[config.mk]
export PLATFORM = sky130hd
export DESIGN_NAME = clk_freq_meter
export DESIGN_NICKNAME = d
export VERILOG_FILES = /design/src/rtl/clkmeas_pkg.sv /design/src/rtl/clkmeas_sync.sv /design/src/rtl/clkmeas_window.sv /design/src/rtl/clkmeas_ctrl.sv /design/src/rtl/clkmeas_dp.sv /design/src/rtl/clk_freq_meter.sv
export SDC_FILE = /design/constraint.sdc
export NUM_CORES = 1
export LEC_CHECK = 0
export ABC_AREA = 1
export BUFFER_PORTS_ARGS = -buffer_cell sky130_fd_sc_hd__buf_2
export CORE_ASPECT_RATIO = 1.5
export CORE_MARGIN = 10
export CORE_UTILIZATION = 51
export CTS_CLUSTER_SIZE = 8
export DETAILED_ROUTE_END_ITERATION = 7
export PLACE_DENSITY_LB_ADDON = 0.12
export REMOVE_ABC_BUFFERS = 1
export SYNTH_ARGS = -nofsm -noshare
export SYNTH_HDL_FRONTEND = slang
export SYNTH_SLANG_ARGS = --single-unit
[constraint.sdc]
create_clock -name clk -period 2.7 [get_ports clk]
set_clock_uncertainty 0.2 [all_clocks]
set_input_delay 0.135 -clock clk [delete_from_list [all_inputs] [get_ports clk]]
set_output_delay 0.135 -clock clk [all_outputs]
set_load 0.005 [all_outputs]
[src/rtl/clkmeas_pkg.sv]
package clkmeas_pkg;

  // Control word layout
  localparam int FLD_DUR_LSB = 0;
  localparam int FLD_DUR_W   = 16;
  localparam int FLD_RUN     = 16;
  localparam int FLD_EN      = 17;
  localparam int FLD_SEL_LSB = 20;
  localparam int FLD_SEL_W   = 7;
  localparam int FLD_BUSY    = 31;

  typedef enum logic [1:0] {
    MS_IDLE   = 2'd0,
    MS_SETTLE = 2'd1,
    MS_COUNT  = 2'd2
  } measState_t;

  // Strobes from control to datapath
  typedef struct packed {
    logic gateOn;     // input gate open
    logic settleClr;  // restart settling
    logic startWin;   // first window cycle follows
    logic countEn;    // window open
    logic capture;    // last window cycle: latch the total
  } measStrobe_t;

endpackage

[src/rtl/clkmeas_sync.sv]
module clkmeas_sync #(
  parameter int STAGES = 2
) (
  input  logic clk,
  input  logic rstN,
  input  logic din,
  output logic dout
);
  logic [STAGES-1:0] chain;

  for (genvar s = 0; s < STAGES; s++) begin : g_stage
    if (s == 0) begin : g_first
      always_ff @(posedge clk or negedge rstN) begin
        if (!rstN) chain[s] <= 1'b0;
        else       chain[s] <= din;
      end
    end else begin : g_next
      always_ff @(posedge clk or negedge rstN) begin
        if (!rstN) chain[s] <= 1'b0;
        else       chain[s] <= chain[s-1];
      end
    end
  end

  assign dout = chain[STAGES-1];
endmodule

[src/rtl/clkmeas_window.sv]
module clkmeas_window #(
  parameter int TICK_DIV = 50,
  parameter int DUR_W    = 16
) (
  input  logic             clk,
  input  logic             rstN,
  input  logic             restart,
  input  logic             active,
  input  logic [DUR_W-1:0] durLast,
  output logic             lastCycle
);
  localparam int PRE_W = (TICK_DIV > 1) ? $clog2(TICK_DIV) : 1;
  localparam logic [PRE_W-1:0] PRE_TOP = PRE_W'(TICK_DIV - 1);

  logic [PRE_W-1:0] preCnt;
  logic [DUR_W-1:0] tickCnt;
  logic             tick;

  assign tick = (preCnt == PRE_TOP);

  always_ff @(posedge clk or negedge rstN) begin
    if (!rstN)        preCnt <= '0;
    else if (restart) preCnt <= '0;
    else if (tick)    preCnt <= '0;
    else              preCnt <= preCnt + 1'b1;
  end

  always_ff @(posedge clk or negedge rstN) begin
    if (!rstN)                tickCnt <= '0;
    else if (restart)         tickCnt <= '0;
    else if (active && tick)  tickCnt <= tickCnt + 1'b1;
  end

  assign lastCycle = active && tick && (tickCnt == durLast);
endmodule

[src/rtl/clkmeas_ctrl.sv]
module clkmeas_ctrl
  import clkmeas_pkg::*;
#(
  parameter int SEL_W    = 7,
  parameter int DUR_W    = 16,
  parameter int TICK_DIV = 50
) (
  input  logic             clk,
  input  logic             rstN,
  input  logic             ctrlWe,
  input  logic [31:0]      ctrlWdata,
  input  logic             settled,
  output measStrobe_t      strobes,
  output logic [SEL_W-1:0] selIdx,
  output logic             busy,
  output logic [31:0]      ctrlRdata
);
  logic [SEL_W-1:0] selReg;
  logic [DUR_W-1:0] durReg;
  logic             runReg;
  logic             enReg;
  measState_t       state, stateNext;
  logic             lastCycle;
  logic             abortReq;
  logic [SEL_W-1:0] wSel;
  logic [DUR_W-1:0] wDur;
  logic             wRun;
  logic             wEn;
  logic             unusedWdata;

  assign wSel        = ctrlWdata[FLD_SEL_LSB +: SEL_W];
  assign wDur        = ctrlWdata[FLD_DUR_LSB +: DUR_W];
  assign wRun        = ctrlWdata[FLD_RUN];
  assign wEn         = ctrlWdata[FLD_EN];
  assign unusedWdata = ^ctrlWdata;

  // Field registers
  always_ff @(posedge clk or negedge rstN) begin
    if (!rstN) begin
      selReg <= '0;
      durReg <= '0;
      runReg <= 1'b0;
      enReg  <= 1'b0;
    end else if (ctrlWe) begin
      selReg <= wSel;
      durReg <= wDur;
      runReg <= wRun;
      enReg  <= wEn & wRun;
    end else if (strobes.capture) begin
      enReg  <= 1'b0;
    end
  end

  // Sequencing
  assign abortReq = !(enReg && runReg);

  always_comb begin
    stateNext         = state;
    strobes           = '0;
    strobes.gateOn    = runReg;
    strobes.countEn   = (state == MS_COUNT);
    strobes.settleClr = !runReg ||
                        (ctrlWe && ((wSel != selReg) || !wRun));
    unique case (state)
      MS_IDLE: begin
        if (enReg && runReg) stateNext = MS_SETTLE;
      end
      MS_SETTLE: begin
        if (abortReq) begin
          stateNext = MS_IDLE;
        end else if (settled) begin
          stateNext        = MS_COUNT;
          strobes.startWin = 1'b1;
        end
      end
      MS_COUNT: begin
        if (abortReq) begin
          stateNext = MS_IDLE;
        end else if (lastCycle) begin
          stateNext       = MS_IDLE;
          strobes.capture = 1'b1;
        end
      end
      default: stateNext = MS_IDLE;
    endcase
  end

  always_ff @(posedge clk or negedge rstN) begin
    if (!rstN) state <= MS_IDLE;
    else       state <= stateNext;
  end

  clkmeas_window #(
    .TICK_DIV (TICK_DIV),
    .DUR_W    (DUR_W)
  ) uWindow (
    .clk       (clk),
    .rstN      (rstN),
    .restart   (strobes.startWin),
    .active    (strobes.countEn),
    .durLast   (durReg),
    .lastCycle (lastCycle)
  );

  assign busy   = (state != MS_IDLE);
  assign selIdx = selReg;

  always_comb begin
    ctrlRdata                                = '0;
    ctrlRdata[FLD_DUR_LSB +: FLD_DUR_W]      = FLD_DUR_W'(durReg);
    ctrlRdata[FLD_RUN]                       = runReg;
    ctrlRdata[FLD_EN]                        = enReg;
    ctrlRdata[FLD_SEL_LSB +: FLD_SEL_W]      = FLD_SEL_W'(selReg);
    ctrlRdata[FLD_BUSY]                      = busy;
  end
endmodule

[src/rtl/clkmeas_dp.sv]
module clkmeas_dp
  import clkmeas_pkg::*;
#(
  parameter int NUM_SRC     = 128,
  parameter int SEL_W       = 7,
  parameter int CNT_W       = 20,
  parameter int SETTLE_CYC  = 24,
  parameter int SYNC_STAGES = 2
) (
  input  logic               clk,
  input  logic               rstN,
  input  logic [NUM_SRC-1:0] srcClks,
  input  logic [SEL_W-1:0]   selIdx,
  input  measStrobe_t        strobes,
  output logic               settled,
  output logic               edgePulse,
  output logic [CNT_W-1:0]   countOut
);
  localparam int ST_W = $clog2(SETTLE_CYC + 1);
  localparam logic [ST_W-1:0]  ST_DONE = ST_W'(SETTLE_CYC);
  localparam logic [CNT_W-1:0] CNT_MAX = '1;

  logic             gatedClk;
  logic             syncOut;
  logic             edgeQ;
  logic [ST_W-1:0]  settleCnt;
  logic [CNT_W-1:0] accCnt;
  logic [CNT_W-1:0] accNext;
  logic [CNT_W-1:0] countReg;

  // Source mux and gate
  assign gatedClk = srcClks[selIdx] & strobes.gateOn;

  clkmeas_sync #(.STAGES(SYNC_STAGES)) uSync (
    .clk  (clk),
    .rstN (rstN),
    .din  (gatedClk),
    .dout (syncOut)
  );

  always_ff @(posedge clk or negedge rstN) begin
    if (!rstN) edgeQ <= 1'b0;
    else       edgeQ <= syncOut;
  end

  assign edgePulse = syncOut & ~edgeQ;

  // Settling: count edges seen through the open gate
  assign settled = (settleCnt == ST_DONE);

  always_ff @(posedge clk or negedge rstN) begin
    if (!rstN)                      settleCnt <= '0;
    else if (strobes.settleClr)     settleCnt <= '0;
    else if (edgePulse && !settled) settleCnt <= settleCnt + 1'b1;
  end

  // Saturating edge accumulator
  assign accNext = (accCnt == CNT_MAX) ? accCnt : accCnt + CNT_W'(edgePulse);

  always_ff @(posedge clk or negedge rstN) begin
    if (!rstN)                 accCnt <= '0;
    else if (strobes.startWin) accCnt <= '0;
    else if (strobes.countEn)  accCnt <= accNext;
  end

  always_ff @(posedge clk or negedge rstN) begin
    if (!rstN)                countReg <= '0;
    else if (strobes.capture) countReg <= accNext;
  end

  assign countOut = countReg;
endmodule

[src/rtl/clk_freq_meter.sv]
module clk_freq_meter
  import clkmeas_pkg::*;
#(
  parameter int NUM_SRC    = 128,
  parameter int CNT_W      = 20,
  parameter int DUR_W      = 16,
  parameter int SETTLE_CYC = 24,
  parameter int TICK_DIV   = 50
) (
  input  logic               clk,
  input  logic               rstN,
  input  logic [NUM_SRC-1:0] srcClks,
  input  logic               ctrlWe,
  input  logic [31:0]        ctrlWdata,
  output logic [31:0]        ctrlRdata,
  output logic [CNT_W-1:0]   countOut
);
  localparam int SEL_W = (NUM_SRC > 1) ? $clog2(NUM_SRC) : 1;

  measStrobe_t      strobes;
  logic [SEL_W-1:0] selIdx;
  logic             settled;
  logic             edgePulse;
  logic             busy;

  clkmeas_ctrl #(
    .SEL_W    (SEL_W),
    .DUR_W    (DUR_W),
    .TICK_DIV (TICK_DIV)
  ) uCtrl (
    .clk       (clk),
    .rstN      (rstN),
    .ctrlWe    (ctrlWe),
    .ctrlWdata (ctrlWdata),
    .settled   (settled),
    .strobes   (strobes),
    .selIdx    (selIdx),
    .busy      (busy),
    .ctrlRdata (ctrlRdata)
  );

  clkmeas_dp #(
    .NUM_SRC    (NUM_SRC),
    .SEL_W      (SEL_W),
    .CNT_W      (CNT_W),
    .SETTLE_CYC (SETTLE_CYC)
  ) uDp (
    .clk       (clk),
    .rstN      (rstN),
    .srcClks   (srcClks),
    .selIdx    (selIdx),
    .strobes   (strobes),
    .settled   (settled),
    .edgePulse (edgePulse),
    .countOut  (countOut)
  );
endmodule

# == After elaboration in Yosys (flattened, before gate mapping) ==
# Index checks and enable logic that the tools add are counted.
# word_totals
word_cells,74
regBits,97
out_inout_bits,52
# classes
mux,25
n_bitwise,4
addsub,4
reduce_logical,17
magnitude_cmp,1
eq_ne,10
# op_table
cell,count
20-bit 2-to-1 mux,3
16-bit 2-to-1 mux,2
20-bit by 1-bit adder with 20-bit output,1
20-bit equality test (second input constant),1
16-bit by 1-bit adder with 16-bit output (second input constant),1
16-bit equality test,1
6-bit 2-to-1 mux,2
2-bit 2-to-1 mux,5
5-bit 2-to-1 mux,2
2-bit nonzero test,5
1-bit 2-to-1 mux,9
7-bit by 8-bit less-than comparator with 1-bit output (second input constant),1
1-bit binary-select mux with 7-bit select,1
7-bit != test,1
6-bit by 1-bit adder with 6-bit output (second input constant),1
6-bit equality test (second input constant),1
3-bit by 2-bit != test with 1-bit output (second input constant),2
2-bit case mux with 3 select lines,1
5-bit by 1-bit adder with 5-bit output (second input constant),1
5-bit equality test (second input constant),1
1-bit logical AND,5
1-bit AND,3
1-bit zero test,3
3-bit AND reduction,1
other kinds (6),7

# == Longest topological paths before layout ==
# depth
depth_word,8
ltp_mapped,14

# == Cells and area by module ==
# From an unflattened synthesis, not the netlist that was laid out.
# unflattened
cells_unflattened,1006
area_unflattened_um2,6582.6
# by_module_without_submodules
mod,instances,area_each_um2,seq_area_each_um2,cells_each
clkmeas_dp,1,3681.0,1151.1,603
clkmeas_window,1,1511.4,550.5,222
clkmeas_ctrl,1,1340.0,675.6,179
clkmeas_sync,1,50.0,50.0,2

# == Worst setup path after synthesis ==
# OpenSTA, ideal clock, no wires.
# synth_timing
kind,reg-to-reg
from,register uDp.edgeQ
to,register uDp.accCnt[15]
stages_incl_launch_ff,12
required_time_ns,2.381
period_less_slack_ns,2.023
slack_ns,0.677
t_arrival_ns,1.704
cell_sequence,dfrtp_1 -> nor2_1 -> ha_1 -> nand2_1 -> nor2_1 -> inv_1 -> nor3_1 -> nand3_1 -> xor2_1 -> nand2_1 -> nand2_1 -> o21ai_2
# synth_between
elab_chain_cells,6
# synth_rtl
element,line,source
"start, declared",clkmeas_dp.sv:25,logic edgeQ;
"start signal, assigned",clkmeas_dp.sv:43,else edgeQ <= syncOut;
1-bit NOT,clkmeas_dp.sv:46,assign edgePulse = syncOut & ~edgeQ;
1-bit AND,clkmeas_dp.sv:46,
20-bit by 1-bit adder with 20-bit output,clkmeas_dp.sv:58,assign accNext = (accCnt == CNT_MAX) ? accCnt : accCnt + CNT_W'(edgePulse);
20-bit 2-to-1 mux,clkmeas_dp.sv:58,
20-bit 2-to-1 mux,clkmeas_dp.sv:63,else if (strobes.countEn) accCnt <= accNext;
20-bit 2-to-1 mux,clkmeas_dp.sv:62,else if (strobes.startWin) accCnt <= '0;
"end signal, assigned",clkmeas_dp.sv:63,
"end, declared",clkmeas_dp.sv:27,logic [CNT_W-1:0] accCnt;
# No other way between the ends. The select of a mux whose other input is x is not followed.
# A chain may end at the register's enable or synchronous reset.

# == Worst setup path after layout ==
# Ends and elaborated chain as after synthesis.

==> summary.md <==
| Metric | Value |
|---|---|
| Depth of the worst register-to-register path | 11 |
| Max-slew headroom | 58.6% |
| Synth Register Bits | 97 |
| Antenna cells | 0 |
| Clock Root Buffer | clkbuf_16 |
| Clk Latency, worst-skew pair | about 0.34 ns |
| Asr flop ratio synth | 100% |
| Clock buffer depth | 2 |
| Max frequency | 0.425 GHz |
| Cell Chain, Critical Path | nor2_1 -> ha_1 -> nand2_1 -> nor2_1 -> inv_1 -> nor3_1 -> nand3_1 -> xor2_1 -> nand2_1 -> nand2_1 -> o21ai_2 |
| Syn-to-layout area delta | 26.0% |
| HPWL Detailed | 14,300 um |
| Switch share | 27.9% |
| Max-cap violations | 0 |
| Most used cell, CP | nand2_1 |
| Worst Setup End Kind | flip-flop |
| Sequential share of power | 44.4% |
| Antenna Nets Post-Route | 0 |
| Sw Pwr | between 0.001 and 0.0015 W |
| CTS resizes | 0 |
| Vias in the first global route | around 6,700 |
| Slowest-stage cell, CP | dfrtp_1 |
| Die ar. | 17,400 sq um |
| CTS Sinks | 97 |
| Worst reg2reg path endpoint | uDp.accCnt[15]$_DFFE_PN0P_ |
| Sequential area share after synthesis | 38.3% |
| Clock slew at reported path FFs | around 0.06 ns |
| Mean Syn Cell Area | 7.10 sq um |
| VDD IR-drop max | 0.259 mV |
| Hold Crit Class | in2reg |
| Synthesized area | 6340 sq um |
| Avg WL per Cell | 15.2 um |
| Setup Fix Bufs, Post-CTS | 0 |
| CTS tree | built |
| Fin. max-slew vios | 0 |
| DRT Pass-1 Iters | 5 |
| Via density | 5.25 |
| Gr usage total | 21.7% |
| First-pass GRT wire length | 31,900 um |
| Final Cell Area | 7980 sq um |
| Final Wtd Congestion | 0.922 |
| YS warnings | 0 |
| FF-to-FF setup slack | 0.35 ns |
| IO Pins | 215 |
| Multi-input gate area | approximately 3400 sq um |
| Core ar. | 12,100 sq um |
| Post-synth EDFFs | 0 |
| Clock power frac | 34.1% |
| Slowest stage delay, CP | 0.36 ns |
| RSZ-0062 raised after global routing | no |
| Pwr/cell area | roughly 450 nW/um^2 |
| Leak | 4.22 nW |
| Status | complete, no violations |
| Gate power share | 21.6% |
| Final WL | about 19,000 um |
| Setup violations, final | 0 |
| Fill cell count | 1,087 |
| Tcrit/Tclk final | around 87% |
| Post-synth cell types | 41 |
| Seq. cell area | between 2000 and 2500 sq um |
| Final net count | between 1,000 and 1,500 |
| Initial core utilization | a little over half |
| DIE HEIGHT | 157 um |
| Share of cells above drive strength 1 | 24.9% |
| Data arrival, critical path | 2.38 ns |
| Critical path data required time | around 2.7 ns |
| Drt drc | 0 |
| Initial DRC count | 288 |
| Final TNS setup | 0 ns |
| Crit path launch | uDp.edgeQ$_DFF_PN0_ |
| Final hold vios | 0 |
| Hold path depth | 3 |
| PortBufs | 201 |
| Ys flop type | dfrtp_1 |
| Vias | 6,601 |
| Final min period | 2.35 ns |
| Mapped Cells | about 890 |
| Hold Worst Slack | 0.114 ns |
| Crit Path Category | reg2reg |
| Internal power | 0.00260 W |
| Hold-fix buffers, CTS | 26 |
| Reg2reg start | uDp.edgeQ$_DFF_PN0_ |
| Setup crit end | uDp.accCnt[15]$_DFFE_PN0P_ |
| Grt ovf | 0 |
| Largest net degree at the start of global routing | 98 |
| H-tree Lvls | 3 |
| Crit path max fanout | 5 |
| Die width | 111 um |
| CP Launch Type | flip-flop |
| Cell Area, Placed | around 7400 sq um |
| Initial antenna violation count | 0 |
| Slew @ Worst Pin | 0.621 ns |
| # rows | between 40 and 50 |
| TritonCTS Buffers | 9 |
## metal layers
layer | global-route usage (%) | vias to the layer above | share of wire [%]
met2 | 39.7 | 248 | 51
met4 | 5.95 | 0 | 1.6
met3 | 7.69 | 19 | 8.7
met1 | 23.2 | 3010 | 38
met5 | 0 | - | 0
li1 | - | 3324 | -
## flip-flops by register name, summed over array words and instances (netlist names), 2 cells and up
name,count
uCtrl.durReg,16
uCtrl.state,2
uCtrl.uWindow.tickCnt,16
uDp.accCnt,20
uDp.settleCnt,5
uDp.countOut,20
uCtrl.selIdx,7
uCtrl.uWindow.preCnt,6
## power groups by stage
stage	clock, W	sequential (W)	combinational [W]
after global placement	0	0.00162	0.000745
after floorplan	0	0.00165	0.000407
final	0.00123	0.00160	0.000779
after CTS	0.00126	0.00160	0.000788
after global routing	0.00133	0.00161	0.000890
after detailed placement	0	0.00163	0.000752
## cells in the mapped netlist (all sizes together), types with 4 or more instances
library cell / instances / share of area [%]
o22ai: 4 / 0.39
a211oi: 4 / 0.47
buf: 31 / 2.9
inv: 76 / 4.5
xnor2: 13 / 1.8
a21oi: 11 / 0.87
nand3: 157 / 13
clkbuf: 16 / 0.95
ha: 7 / 1.4
nor3: 20 / 2.1
nor2: 50 / 3.4
dfrtp: 97 / 38
mux2: 13 / 2.3
o21ai: 46 / 3.8
nand2: 298 / 18
xor2: 15 / 2.1
nand4: 22 / 2.5
## layout by cell type, fill, tap and decap left out, types with 15 or more instances in the layout
| cell | instances |
|---|---|
| nand2_1 | 296 |
| buf_2 | 200 |
| nand3_1 | 148 |
| dfrtp_1 | 96 |
| inv_1 | 65 |
| nor2_1 | 46 |
| o21ai_0 | 28 |
| dlygate4sd3_1 | 26 |
| nand4_1 | 19 |
| nor3_1 | 17 |
| xor2_1 | 15 |
| o21ai_1 | 15 |
## cells by family after synthesis
| family | Yosys count | synth area share (%) |
|---|---|---|
| other | 1 | 0.0592 |
| adder cells (fa/ha/maj) | 7 | 1.38 |
| AND/OR/NAND/NOR | 551 | 39.3 |
| flip-flops | 97 | 38.3 |
| multiplexers | 14 | 2.47 |
| XOR/XNOR | 28 | 3.87 |
| AO/OA/AOI/OAI | 71 | 6.28 |
| buffers and inverters | 123 | 8.31 |
## metrics by stage
step,setup slack [ns],cells,util [%],power (W)
floorplan,-0.757,850,-,0.00205
global placement,0.439,1218,61.6,0.00237
detailed placement,0.401,1218,61.6,0.00238
CTS,0.384,1257,66.1,0.00365
global route,0.0482,1257,66.1,0.00383
finish,0.348,1257,66.1,0.00361
## worst min-delay path by stage
stage	startpoint	to	slack (ns)
6_report	ctrlWe	uCtrl.durReg[7]$_DFFE_PN0P_	0.11
5_1_grt	uDp.uSync.chain[0]$_DFF_PN0_	uDp.uSync.dout$_DFF_PN0_	0.17
4_1_cts	ctrlWe	uCtrl.durReg[7]$_DFFE_PN0P_	0.11
3_5_place_dp	rstN	uDp.countOut[4]$_DFFE_PN0P_	0.03
3_3_place_gp	rstN	uDp.countOut[7]$_DFFE_PN0P_	0.03
2_1_floorplan	rstN	uCtrl.durReg[0]$_DFFE_PN0P_	-0.36
## area by class of cell
cell class / instances / area share (%)
Sequential cell: 97 / 30.4
Tap cell: 153 / 2.40
Multi-Input combinational cell: 677 / 42.6
Clock inverter: 1 / 0.376
Inverter: 76 / 3.57
Timing Repair Buffer: 241 / 17.5
Clock buffer: 12 / 3.09
## worst max-delay path, delay by kind of cell (launching register included)
family                     cells  cell delay [ns]
buffers and inverters          1             0.08
DFF                            1             0.36
xor gates and xnor gates       1             0.17
and+or+nand+nor                7             1.09
AOI/OAI and AO/OA              1             0.06
adders and majority gates      1             0.26
No activity file was read; power rests on OpenSTA's default activity.
